[src/rtl/spi_reg_pkg.sv]
package spi_reg_pkg;

  typedef enum logic [1:0] {
    ST_IDLE  = 2'd0,
    ST_SHIFT = 2'd1,
    ST_GAP   = 2'd2
  } xfer_state_e;

  localparam logic [7:0] CRC_POLY_REFL = 8'h8C;

  // one byte folded into the running checksum, bit 0 first
  function automatic logic [7:0] crc8_fold(input logic [7:0] crc_in,
                                           input logic [7:0] byte_in);
    logic [7:0] c;
    c = crc_in;
    for (int i = 0; i < 8; i++) begin
      if (byte_in[i] ^ c[0]) c = (c >> 1) ^ CRC_POLY_REFL;
      else                   c = c >> 1;
    end
    return c;
  endfunction

endpackage

[src/rtl/spi_crc8.sv]
module spi_crc8 #(
  parameter int NBYTES = 4,
  localparam int MSG_W = 8 * NBYTES
) (
  input  logic [MSG_W-1:0] msg,
  output logic [7:0]       crc
);
  import spi_reg_pkg::*;

  logic [7:0] stage [0:NBYTES];

  assign stage[0] = 8'h00;

  // bytes taken from the most significant end first
  for (genvar g = 0; g < NBYTES; g++) begin : g_fold
    assign stage[g+1] = crc8_fold(stage[g], msg[MSG_W-1-8*g -: 8]);
  end

  assign crc = stage[NBYTES];
endmodule

[src/rtl/spi_sclk_gen.sv]
module spi_sclk_gen #(
  parameter int CLK_DIV = 2,
  localparam int CNT_W = (CLK_DIV > 1) ? $clog2(CLK_DIV) : 1
) (
  input  logic clk,
  input  logic rst_n,
  input  logic en,
  output logic sclk,
  output logic rise_stb,
  output logic fall_stb
);
  logic [CNT_W-1:0] cnt_q;
  logic             sclk_q;
  logic             at_end;

  assign at_end   = (cnt_q == CNT_W'(CLK_DIV - 1));
  assign rise_stb = en && at_end && !sclk_q;
  assign fall_stb = en && at_end &&  sclk_q;
  assign sclk     = sclk_q;

  always_ff @(posedge clk or negedge rst_n) begin
    if (!rst_n) begin
      cnt_q  <= '0;
      sclk_q <= 1'b0;
    end else if (!en) begin
      cnt_q  <= '0;
      sclk_q <= 1'b0;
    end else if (at_end) begin
      cnt_q  <= '0;
      sclk_q <= ~sclk_q;
    end else begin
      cnt_q  <= cnt_q + CNT_W'(1);
    end
  end


  sclk_low_when_off_chk: assert property (@(posedge clk) disable iff (!rst_n)
    !en |=> !sclk);
endmodule

[src/rtl/spi_reg_master.sv]
module spi_reg_master #(
  parameter int CLK_DIV = 2,
  parameter int ADDR_W  = 7,
  parameter int DATA_W  = 24,
  localparam int CMD_W     = ADDR_W + 1,
  localparam int BASE_BITS = CMD_W + DATA_W,
  localparam int MAX_BITS  = BASE_BITS + 8,
  localparam int RX_W      = DATA_W + 8,
  localparam int NBYTES    = BASE_BITS / 8,
  localparam int BCNT_W    = $clog2(MAX_BITS + 1),
  localparam int GAP_CYC   = 2 * CLK_DIV,
  localparam int GAP_W     = $clog2(GAP_CYC + 1)
) (
  input  logic              clk,
  input  logic              rst_n,
  input  logic              req_valid,
  output logic              req_ready,
  input  logic [ADDR_W-1:0] req_addr,
  input  logic              req_rd,
  input  logic [DATA_W-1:0] req_wdata,
  input  logic              req_crc_en,
  output logic              busy,
  output logic              done,
  output logic [DATA_W-1:0] rd_data,
  output logic              crc_err,
  output logic              spi_cs_n,
  output logic              spi_sclk,
  output logic              spi_mosi,
  input  logic              spi_miso
);
  import spi_reg_pkg::*;

  xfer_state_e         state_q;
  logic                cs_n_q;
  logic [MAX_BITS-1:0] tx_sr_q;
  logic [RX_W-1:0]     rx_sr_q;
  logic [BCNT_W-1:0]   bit_cnt_q;
  logic [BCNT_W-1:0]   last_bit_q;
  logic [GAP_W-1:0]    gap_cnt_q;
  logic [CMD_W-1:0]    cmd_q;
  logic                rd_q;
  logic                crc_en_q;
  logic [DATA_W-1:0]   rd_data_q;
  logic                crc_err_q;
  logic                done_q;

  logic                accept;
  logic                rise_stb;
  logic                fall_stb;
  logic [CMD_W-1:0]    tx_cmd;
  logic [7:0]          tx_crc;
  logic [7:0]          rx_crc_calc;
  logic [DATA_W-1:0]   rx_data_w;
  logic [MAX_BITS-1:0] frame_w;

  assign accept = req_valid && (state_q == ST_IDLE);
  assign tx_cmd = {req_addr, req_rd};

  spi_sclk_gen #(.CLK_DIV(CLK_DIV)) u_sclk (
    .clk      (clk),
    .rst_n    (rst_n),
    .en       (state_q == ST_SHIFT),
    .sclk     (spi_sclk),
    .rise_stb (rise_stb),
    .fall_stb (fall_stb)
  );

  spi_crc8 #(.NBYTES(NBYTES)) u_tx_crc (
    .msg (BASE_BITS'({tx_cmd, req_wdata})),
    .crc (tx_crc)
  );

  spi_crc8 #(.NBYTES(NBYTES)) u_rx_crc (
    .msg (BASE_BITS'({cmd_q, rx_sr_q[8 +: DATA_W]})),
    .crc (rx_crc_calc)
  );

  // frame image, left-justified; reads send zeros after the command
  always_comb begin
    if (req_rd)          frame_w = {tx_cmd, {(MAX_BITS-CMD_W){1'b0}}};
    else if (req_crc_en) frame_w = {tx_cmd, req_wdata, tx_crc};
    else                 frame_w = {tx_cmd, req_wdata, 8'h00};
  end

  assign rx_data_w = crc_en_q ? rx_sr_q[8 +: DATA_W] : rx_sr_q[0 +: DATA_W];

  always_ff @(posedge clk or negedge rst_n) begin
    if (!rst_n) begin
      state_q    <= ST_IDLE;
      cs_n_q     <= 1'b1;
      tx_sr_q    <= '0;
      rx_sr_q    <= '0;
      bit_cnt_q  <= '0;
      last_bit_q <= '0;
      gap_cnt_q  <= '0;
      cmd_q      <= '0;
      rd_q       <= 1'b0;
      crc_en_q   <= 1'b0;
      rd_data_q  <= '0;
      crc_err_q  <= 1'b0;
      done_q     <= 1'b0;
    end else begin
      done_q <= 1'b0;
      unique case (state_q)
        ST_IDLE: begin
          if (accept) begin
            state_q    <= ST_SHIFT;
            cs_n_q     <= 1'b0;
            tx_sr_q    <= frame_w;
            rx_sr_q    <= '0;
            bit_cnt_q  <= '0;
            last_bit_q <= req_crc_en ? BCNT_W'(MAX_BITS - 1) : BCNT_W'(BASE_BITS - 1);
            cmd_q      <= tx_cmd;
            rd_q       <= req_rd;
            crc_en_q   <= req_crc_en;
          end
        end
        ST_SHIFT: begin
          if (rise_stb) rx_sr_q <= {rx_sr_q[RX_W-2:0], spi_miso};
          if (fall_stb) begin
            tx_sr_q <= {tx_sr_q[MAX_BITS-2:0], 1'b0};
            if (bit_cnt_q == last_bit_q) begin
              state_q   <= ST_GAP;
              cs_n_q    <= 1'b1;
              done_q    <= 1'b1;
              gap_cnt_q <= '0;
              rd_data_q <= rd_q ? rx_data_w : '0;
              crc_err_q <= rd_q && crc_en_q && (rx_sr_q[7:0] != rx_crc_calc);
            end else begin
              bit_cnt_q <= bit_cnt_q + BCNT_W'(1);
            end
          end
        end
        ST_GAP: begin
          if (gap_cnt_q == GAP_W'(GAP_CYC - 1)) state_q <= ST_IDLE;
          else gap_cnt_q <= gap_cnt_q + GAP_W'(1);
        end
        default: state_q <= ST_IDLE;
      endcase
    end
  end

  assign busy      = (state_q != ST_IDLE);
  assign req_ready = !busy;
  assign done      = done_q;
  assign rd_data   = rd_data_q;
  assign crc_err   = crc_err_q;
  assign spi_cs_n  = cs_n_q;
  assign spi_mosi  = (state_q == ST_SHIFT) && tx_sr_q[MAX_BITS-1];

  // ---------------- assertions ----------------
  logic [GAP_W-1:0] cs_high_mon_q;
  always_ff @(posedge clk or negedge rst_n) begin
    if (!rst_n)                               cs_high_mon_q <= GAP_W'(GAP_CYC);
    else if (!spi_cs_n)                       cs_high_mon_q <= '0;
    else if (cs_high_mon_q < GAP_W'(GAP_CYC)) cs_high_mon_q <= cs_high_mon_q + GAP_W'(1);
  end


  sclk_idle_low_chk: assert property (@(posedge clk) disable iff (!rst_n)
    spi_cs_n |-> !spi_sclk);


  done_at_release_chk: assert property (@(posedge clk) disable iff (!rst_n)
    done |-> (spi_cs_n && $past(!spi_cs_n)));


  mosi_hold_high_chk: assert property (@(posedge clk) disable iff (!rst_n)
    (spi_sclk && $past(spi_sclk)) |-> $stable(spi_mosi));


  accept_starts_frame_chk: assert property (@(posedge clk) disable iff (!rst_n)
    (req_valid && req_ready) |=> (busy && !spi_cs_n));


  cs_gap_chk: assert property (@(posedge clk) disable iff (!rst_n)
    $fell(spi_cs_n) |-> (cs_high_mon_q >= GAP_W'(GAP_CYC)));


  result_hold_chk: assert property (@(posedge clk) disable iff (!rst_n)
    !done |-> ($stable(rd_data) && $stable(crc_err)));
endmodule

[config.mk]
export PLATFORM = sky130hd
export DESIGN_NAME = spi_reg_master
export DESIGN_NICKNAME = d
export VERILOG_FILES = /design/src/rtl/spi_reg_pkg.sv /design/src/rtl/spi_crc8.sv /design/src/rtl/spi_sclk_gen.sv /design/src/rtl/spi_reg_master.sv
export SDC_FILE = /design/constraint.sdc
export NUM_CORES = 1
export LEC_CHECK = 0
export ABC_CLOCK_PERIOD_IN_PS = 3900
export CAP_MARGIN = 40
export CORE_AREA = 2 2 156 120
export CTS_CLUSTER_DIAMETER = 100
export DETAILED_ROUTE_END_ITERATION = 8
export DIE_AREA = 0 0 158 122
export PLACE_DENSITY_LB_ADDON = 0.12
export SLEW_MARGIN = 20
export SYNTH_ARGS = -nofsm -noshare
export SYNTH_HDL_FRONTEND = slang
export SYNTH_SLANG_ARGS = --single-unit
[constraint.sdc]
create_clock -name clk -period 3.9 [get_ports clk]
set_input_delay 0.39 -clock clk [delete_from_list [all_inputs] [get_ports clk]]
set_output_delay 0.39 -clock clk [all_outputs]
set_load 0.05 [all_outputs]
==> results.md, run 1 <==
* Run status: completed
* Unrepaired setup endpoints after global routing: no
* CTS root buf: clkbuf_16
* Fillers at 1,727
* Setup crit end kind: flop
* IO Port Bufs at 67
* Final Max Slew Viols at 0
* Vias per Instance at about 5
* Vias in the first global route at ~5,300
* Clock slew at reported path FFs at roughly 60 ps
* Crit path launch type: flop
* Maximum buffer depth of the clock tree at 2
* DRT Wirelength at approximately 18,000 um
* Die Span Y at 122 um
* Post-DP HPWL at roughly 13,000 um
* Syn. warnings at 0
* Num CTS Buffers at 17
* Storage cell area at ~3000 sq um
* Cell variety after synth at 35
* Pleak at between 3 and 4 nW
* Crit path kind: flop to flop
* Clock Latency Late Sink at 420 ps
* PwrDens at between 1000 and 1500 nW/um^2
* Synth top cells by count: nand2_1, dfrtp_1, xnor2_1, o21ai_0, clkbuf_1
* Reg-to-reg startpoint: rx_sr_q[27]$_DFFE_PN0P_
* # DRC at 0
* Seq/Total Area, Yosys at 0.4290
* CP max FO at 4
* Worst-Margin Slew at roughly 770 ps
* Routability cong. at about 0.88
* Synth async-reset ratio at 1.000
* Syn Area/Cell at just over 9 sq um
* Reg2Reg Depth at 9
* Total global routing overflow at 0
* Crit path arrival time at 3290 ps
* Initial antenna violation count at 1
* TritonCTS clock tree: done
* Synth Flop Type: dfrtp_1
* Gate Count Post-Synth at a little under 800
* Min-Delay Path Class: input port to async pin
* Final antenna-violating net count at 0
* Initial core utilization at 0.3994
* # nets final at 862
* Post-synth EDFFs at 0
* Diode count at 0
* I/O pin count at 68
* Core ar. at 17,970 sq um
* First-pass GRT wire length at around 29,000 um
* Largest net degree at the start of global routing at 65
* GRT Util Overall at 0.1953
* Synth top area share at 0.4254
* Chip width at 158 um
* Area growth, synth to finish at 22.21%
* Tcrit/Tclk final at 0.7733
* Reg-to-reg setup timing slack at around 880 ps
* Share of cells above drive strength 1 at 0.09341
* R2r endpoint: crc_err$_DFFE_PN0P_
* Syn Std Cell Area at around 7200 sq um
* Hold violation count in the final report at 0
* Tmin final at roughly 3000 ps
* Multi-input gate area at 3928 sq um
* Die area at around 19,000 sq um
* Max-Slew Margin vs Limit at 0.4837
* Post-CTS setup repair buffer count at 0
* Detailed-router iteration count before antenna repair at 7
* VDD IR-drop max at 1.110 mV
* DR WL/cell at 16.22 um
* 1st-iter DRT viols at between 300 and 400
* Area contributors post-synth: dfrtp_1, xnor2_1, nand2_1, xnor3_1, xor2_1
* Post-Syn Nets at just over 800
* CTS Sinks at between 100 and 150
* Seq cells post-synth at roughly 120
* Most common cell in the netlist: nand2_1
* Final hold slack at 410.9 ps
* Yosys top cell by area: dfrtp_1
* Max Cap Viol at 0
* Fmax at between 300 and 400 MHz
* H-tree Lvls at 4
* Final TNS setup at 0 ps
* Vias at roughly 5,300
* Crit path required time at 4170 ps
* Final Skew at ~7.5 ps
* Placement Rows at 43
* Final setup violation count at 0
flip-flops by register name, summed over array words and instances, names as in the netlist, 2 cells and up:
name / flops
last_bit_q: 2
tx_sr_q: 40
gap_cnt_q: 3
state_q: 2
rx_sr_q: 32
rd_data: 24
cmd_q: 8
bit_cnt_q: 6
cell usage in the layout, fill, tap and decap left out, drive strengths merged, types with 2 or more instances in the layout:
master / count
o21ai: 63
a31oi: 10
inv: 11
mux2i: 2
nand2b: 2
clkdlybuf4s50: 66
nor3b: 25
xnor2: 99
a21oi: 28
ha: 3
nand4: 3
nand2: 194
dfrtp: 122
nor2: 30
a221oi: 6
clkbuf: 17
nand3: 31
xnor3: 19
or2: 2
mux2: 25
clkinv: 3
clkinvlp: 2
buf: 13
and2: 3
xor2: 40
and3: 4
bufinv: 4
layer usage:
layer	vias up	track usage	routed length, um
met5	-	0	8
met4	2	0.04786	153
met3	15	0.04127	799
met2	96	0.2788	7378
met1	2561	0.3003	9214
li1	2637	-	-
critical path: stages, from the launching register on:
cell and delay (ps):
dfrtp_1 440, xnor2_1 280, xnor3_1 500, xnor3_1 480
xor2_1 220, xnor2_1 280, xnor2_1 180, mux2i_1 200
o2111a_1 200, a31oi_1 80
metrics by stage:
stage	instances	util	area (sq um)	setup WS, ps	power (mW)
5_1_grt	1082	0.4881	8771	707.8	11.03
6_report	1082	0.4881	8771	884.0	10.30
2_1_floorplan	769	-	7177	1162	7.504
3_3_place_gp	1048	0.4506	8098	604.4	8.473
3_5_place_dp	1049	0.4522	8125	562.1	8.616
4_1_cts	1082	0.4881	8771	851.0	10.37
power by group:
group,switching (mW),internal [mW]
Combinational,3.39,3.40
Sequential,0.252,1.56
Clock,0.620,1.08
worst max path at each step:
stage                     depth (start not counted)  slack [ps]                      to                     from
after floorplan                                   9        1160     crc_err$_DFFE_PN0P_     cmd_q[0]$_DFFE_PN0P_
after global placement                           10         600  tx_sr_q[2]$_DFFE_PN0P_              req_addr[5]
after detailed placement                         10         560  tx_sr_q[2]$_DFFE_PN0P_              req_addr[5]
after CTS                                         9         850     crc_err$_DFFE_PN0P_     cmd_q[4]$_DFFE_PN0P_
after global routing                             10         710  tx_sr_q[6]$_DFFE_PN0P_              req_addr[5]
final                                             9         880     crc_err$_DFFE_PN0P_  rx_sr_q[27]$_DFFE_PN0P_
cells by family (layout without fill, tap and decap cells):
logic type / count (synthesis) / count (layout) / synth area share
AND/OR/NAND/NOR: 298 / 298 / 0.1806
flip-flops: 123 / 123 / 0.4290
adder cells (fa/ha/maj): 3 / 3 / 0.005231
XOR/XNOR: 158 / 158 / 0.2340
multiplexers: 27 / 27 / 0.04202
buffers and inverters: 51 / 117 / 0.02685
AO/OA/AOI/OAI: 109 / 109 / 0.08229
layout make-up:
class | instances | area share
clock buffer | 17 | 0.04850
clock inverter | 15 | 0.02397
inverter | 5 | 0.002140
multi-input combinational | 595 | 0.4478
sequential | 123 | 0.3511
tap | 247 | 0.03524
timing repair buffer | 80 | 0.09130
repair_timing:
item,CTS,global route
hold endpoints to repair,23,0
hold buffers,1,0
resized for setup,0,0
setup endpoints to repair,0,0
Note: power is estimated with default switching activity, not from simulation.
==> run 2: changes to the inputs <==
Settings changed: ABC_CLOCK_PERIOD_IN_PS 3900 to 2800.
Clock period 3.9 ns to 2.8 ns, I/O delays scaled along.
==> run 2 against run 1 <==
Compared with the run above:
- non-clock buffer count grew 71
- register-to-register slack got worse by 860 ps
- final area up 7.7%
- fmax rose by 8.6%
- critical endpoint unchanged
- largest cell class unchanged
==> results.md, run 2 (synthesis gave the netlist of run 1 again) <==
* Area after DPL at between 8000 and 9000 sq um
* CP top delay family: XOR/XNOR gates
* Crit path max-delay cell type: xnor3_2
* Vias per Instance at ~4.9
* Final setup violation count at 0
* CTS root buf: clkbuf_16
* Place WS at -221.1 ps
* Routability cong. at around 0.83
* Vias at approximately 5,600
* Post-route design area at 9448 sq um
* IO Port Bufs at 67
* # DRC at 0
* Largest net degree at the start of global routing at 65
* DRT Wirelength at about 18,000 um
* DR WL/cell at approximately 16 um
* Die area at a little under 20,000 sq um
* CP max FO at 3
* Worst-Margin Slew at roughly 700 ps
* I/O pin count at 68
* Largest Register: tx_sr_q
* Most frequent cells in the layout: nand2_1, dfrtp_1, xnor2_1, buf_4, clkdlybuf4s50_1
* Crit path launch type: flop
* Slowest cell delay on critical path at approximately 540 ps
* Clock slew at reported path FFs at around 60 ps
* Clock Latency Late Sink at about 420 ps
* Num CTS Buffers at 17
* Chip width at 158 um
* Max Cap Viol at 0
* Core ar. at 17,970 sq um
* Crit path kind: flop to flop
* Vias in the first global route at about 5,500
* CTS Sinks at ~120
* Run status: completed
* Crit path required time at between 3000 and 4000 ps
* Final antenna-violating net count at 0
* Die Span Y at around 120 um
* Detailed-router iteration count before antenna repair at 5
* Most common cell after layout, fill and taps aside: nand2_1
* GRT Util Overall at 0.1993
* H-tree Lvls at 4
* Final Skew at roughly 6.5 ps
* Maximum buffer depth of the clock tree at 2
* 1st-iter DRT viols at 356
* Post-DP HPWL at 13,150 um
* Max reg flops at 40
* Hold violation count in the final report at 0
* Min-Delay Path Class: input port to async pin
* Tcrit/Tclk final at 0.9917
* Final Max Slew Viols at 0
* First-pass GRT wire length at between 20,000 and 30,000 um
* Placement Rows at 43
* Unrepaired setup endpoints after global routing: yes
* Max-Slew Margin vs Limit at 0.5433
* Fmax at between 300 and 400 MHz
* # nets final at just over 900
* Worst path buffer plus inverter count at 2
* Area growth, synth to finish at 31.64%
* Diode count at 0
* Tmin final at about 2800 ps
* Setup crit end kind: flop
* Total global routing overflow at 0
* Crit path arrival time at a little over 3000 ps
* Worst setup slack after layout at between 20 and 25 ps
* Initial core utilization at 0.3994
* Initial antenna violation count at 0
* TritonCTS clock tree: done
* Share of cells above drive strength 1 at 0.1921
* Crit-path cells: xnor2_2 -> xnor3_2 -> xor2_4 -> buf_6 -> xnor2_4 -> buf_6 -> xnor2_4 -> xnor2_2 -> or2_4 -> mux2i_1 -> a31oi_1
-- run 2: cell count changes in the layout (fill, tap and decap cells not counted), moves of 4 or more --
cell and change:
buf_4 +69, xnor2_1 -13, xnor2_2 +10, xnor3_1 -4
xnor3_2 +4, xor2_1 -5, xor2_2 +4
-- run 2: timing repair --
| action | 4_1_cts | 5_1_grt |
|---|---|---|
| gates resized for setup | 5 | 26 |
| setup buffers | 0 | 3 |
| pin swaps | 3 | 17 |
| hold buffers | 1 | 0 |
| setup endpoints to repair | 1 | 3 |
| endpoints found under the hold margin | 36 | 0 |
-- run 2: through the flow --
step | setup TNS [ps] | hold WS [ps] | utilization | cells
2_1_floorplan | 0 | -15.59 | - | 769
3_3_place_gp | -586.6 | 278.5 | 0.4807 | 1117
3_5_place_dp | -914.6 | 286.9 | 0.4807 | 1117
4_1_cts | -20.98 | 374.6 | 0.5152 | 1150
5_1_grt | -82.44 | 433.4 | 0.5258 | 1153
6_report | 0 | 370.5 | 0.5258 | 1153
-- run 2: final timing paths --
path	depth (start not counted)	to	startpoint	slack [ps]
max reg2reg	11	crc_err$_DFFE_PN0P_	cmd_q[7]$_DFFE_PN0P_	20
min reg2reg	2	rd_data[6]$_DFFE_PN0P_	rd_data[6]$_DFFE_PN0P_	470
min in group clk	2	rd_data[6]$_DFFE_PN0P_	rd_data[6]$_DFFE_PN0P_	470
min	2	tx_sr_q[15]$_DFFE_PN0P_	rst_n	370
max	11	crc_err$_DFFE_PN0P_	cmd_q[7]$_DFFE_PN0P_	20
max in group asynchronous	3	rx_sr_q[6]$_DFFE_PN0P_	rst_n	1580
-- run 2: final cells by class --
type | instances | area (sq um)
Clock buffer | 17 | 425.4
Multi-Input combinational cell | 595 | 4115
Fill cell | 1639 | 8522
Timing Repair Buffer | 151 | 1344
Tap cell | 247 | 309.0
Sequential cell | 123 | 3082
Inverter | 5 | 18.77
Clock inverter | 15 | 153.9
-- run 2: per-layer routing --
metal	track usage	routed length (um)	vias to the layer above
met1	0.3105	9542	2719
met4	0.06025	127	0
met5	0	0	-
met2	0.2826	7760	94
met3	0.03131	623	9
li1	-	-	2785
Power of run 2 is left out: the tool's default activity adds up to more than one toggle a clock period on the data nets, which glitch-free logic cannot reach.
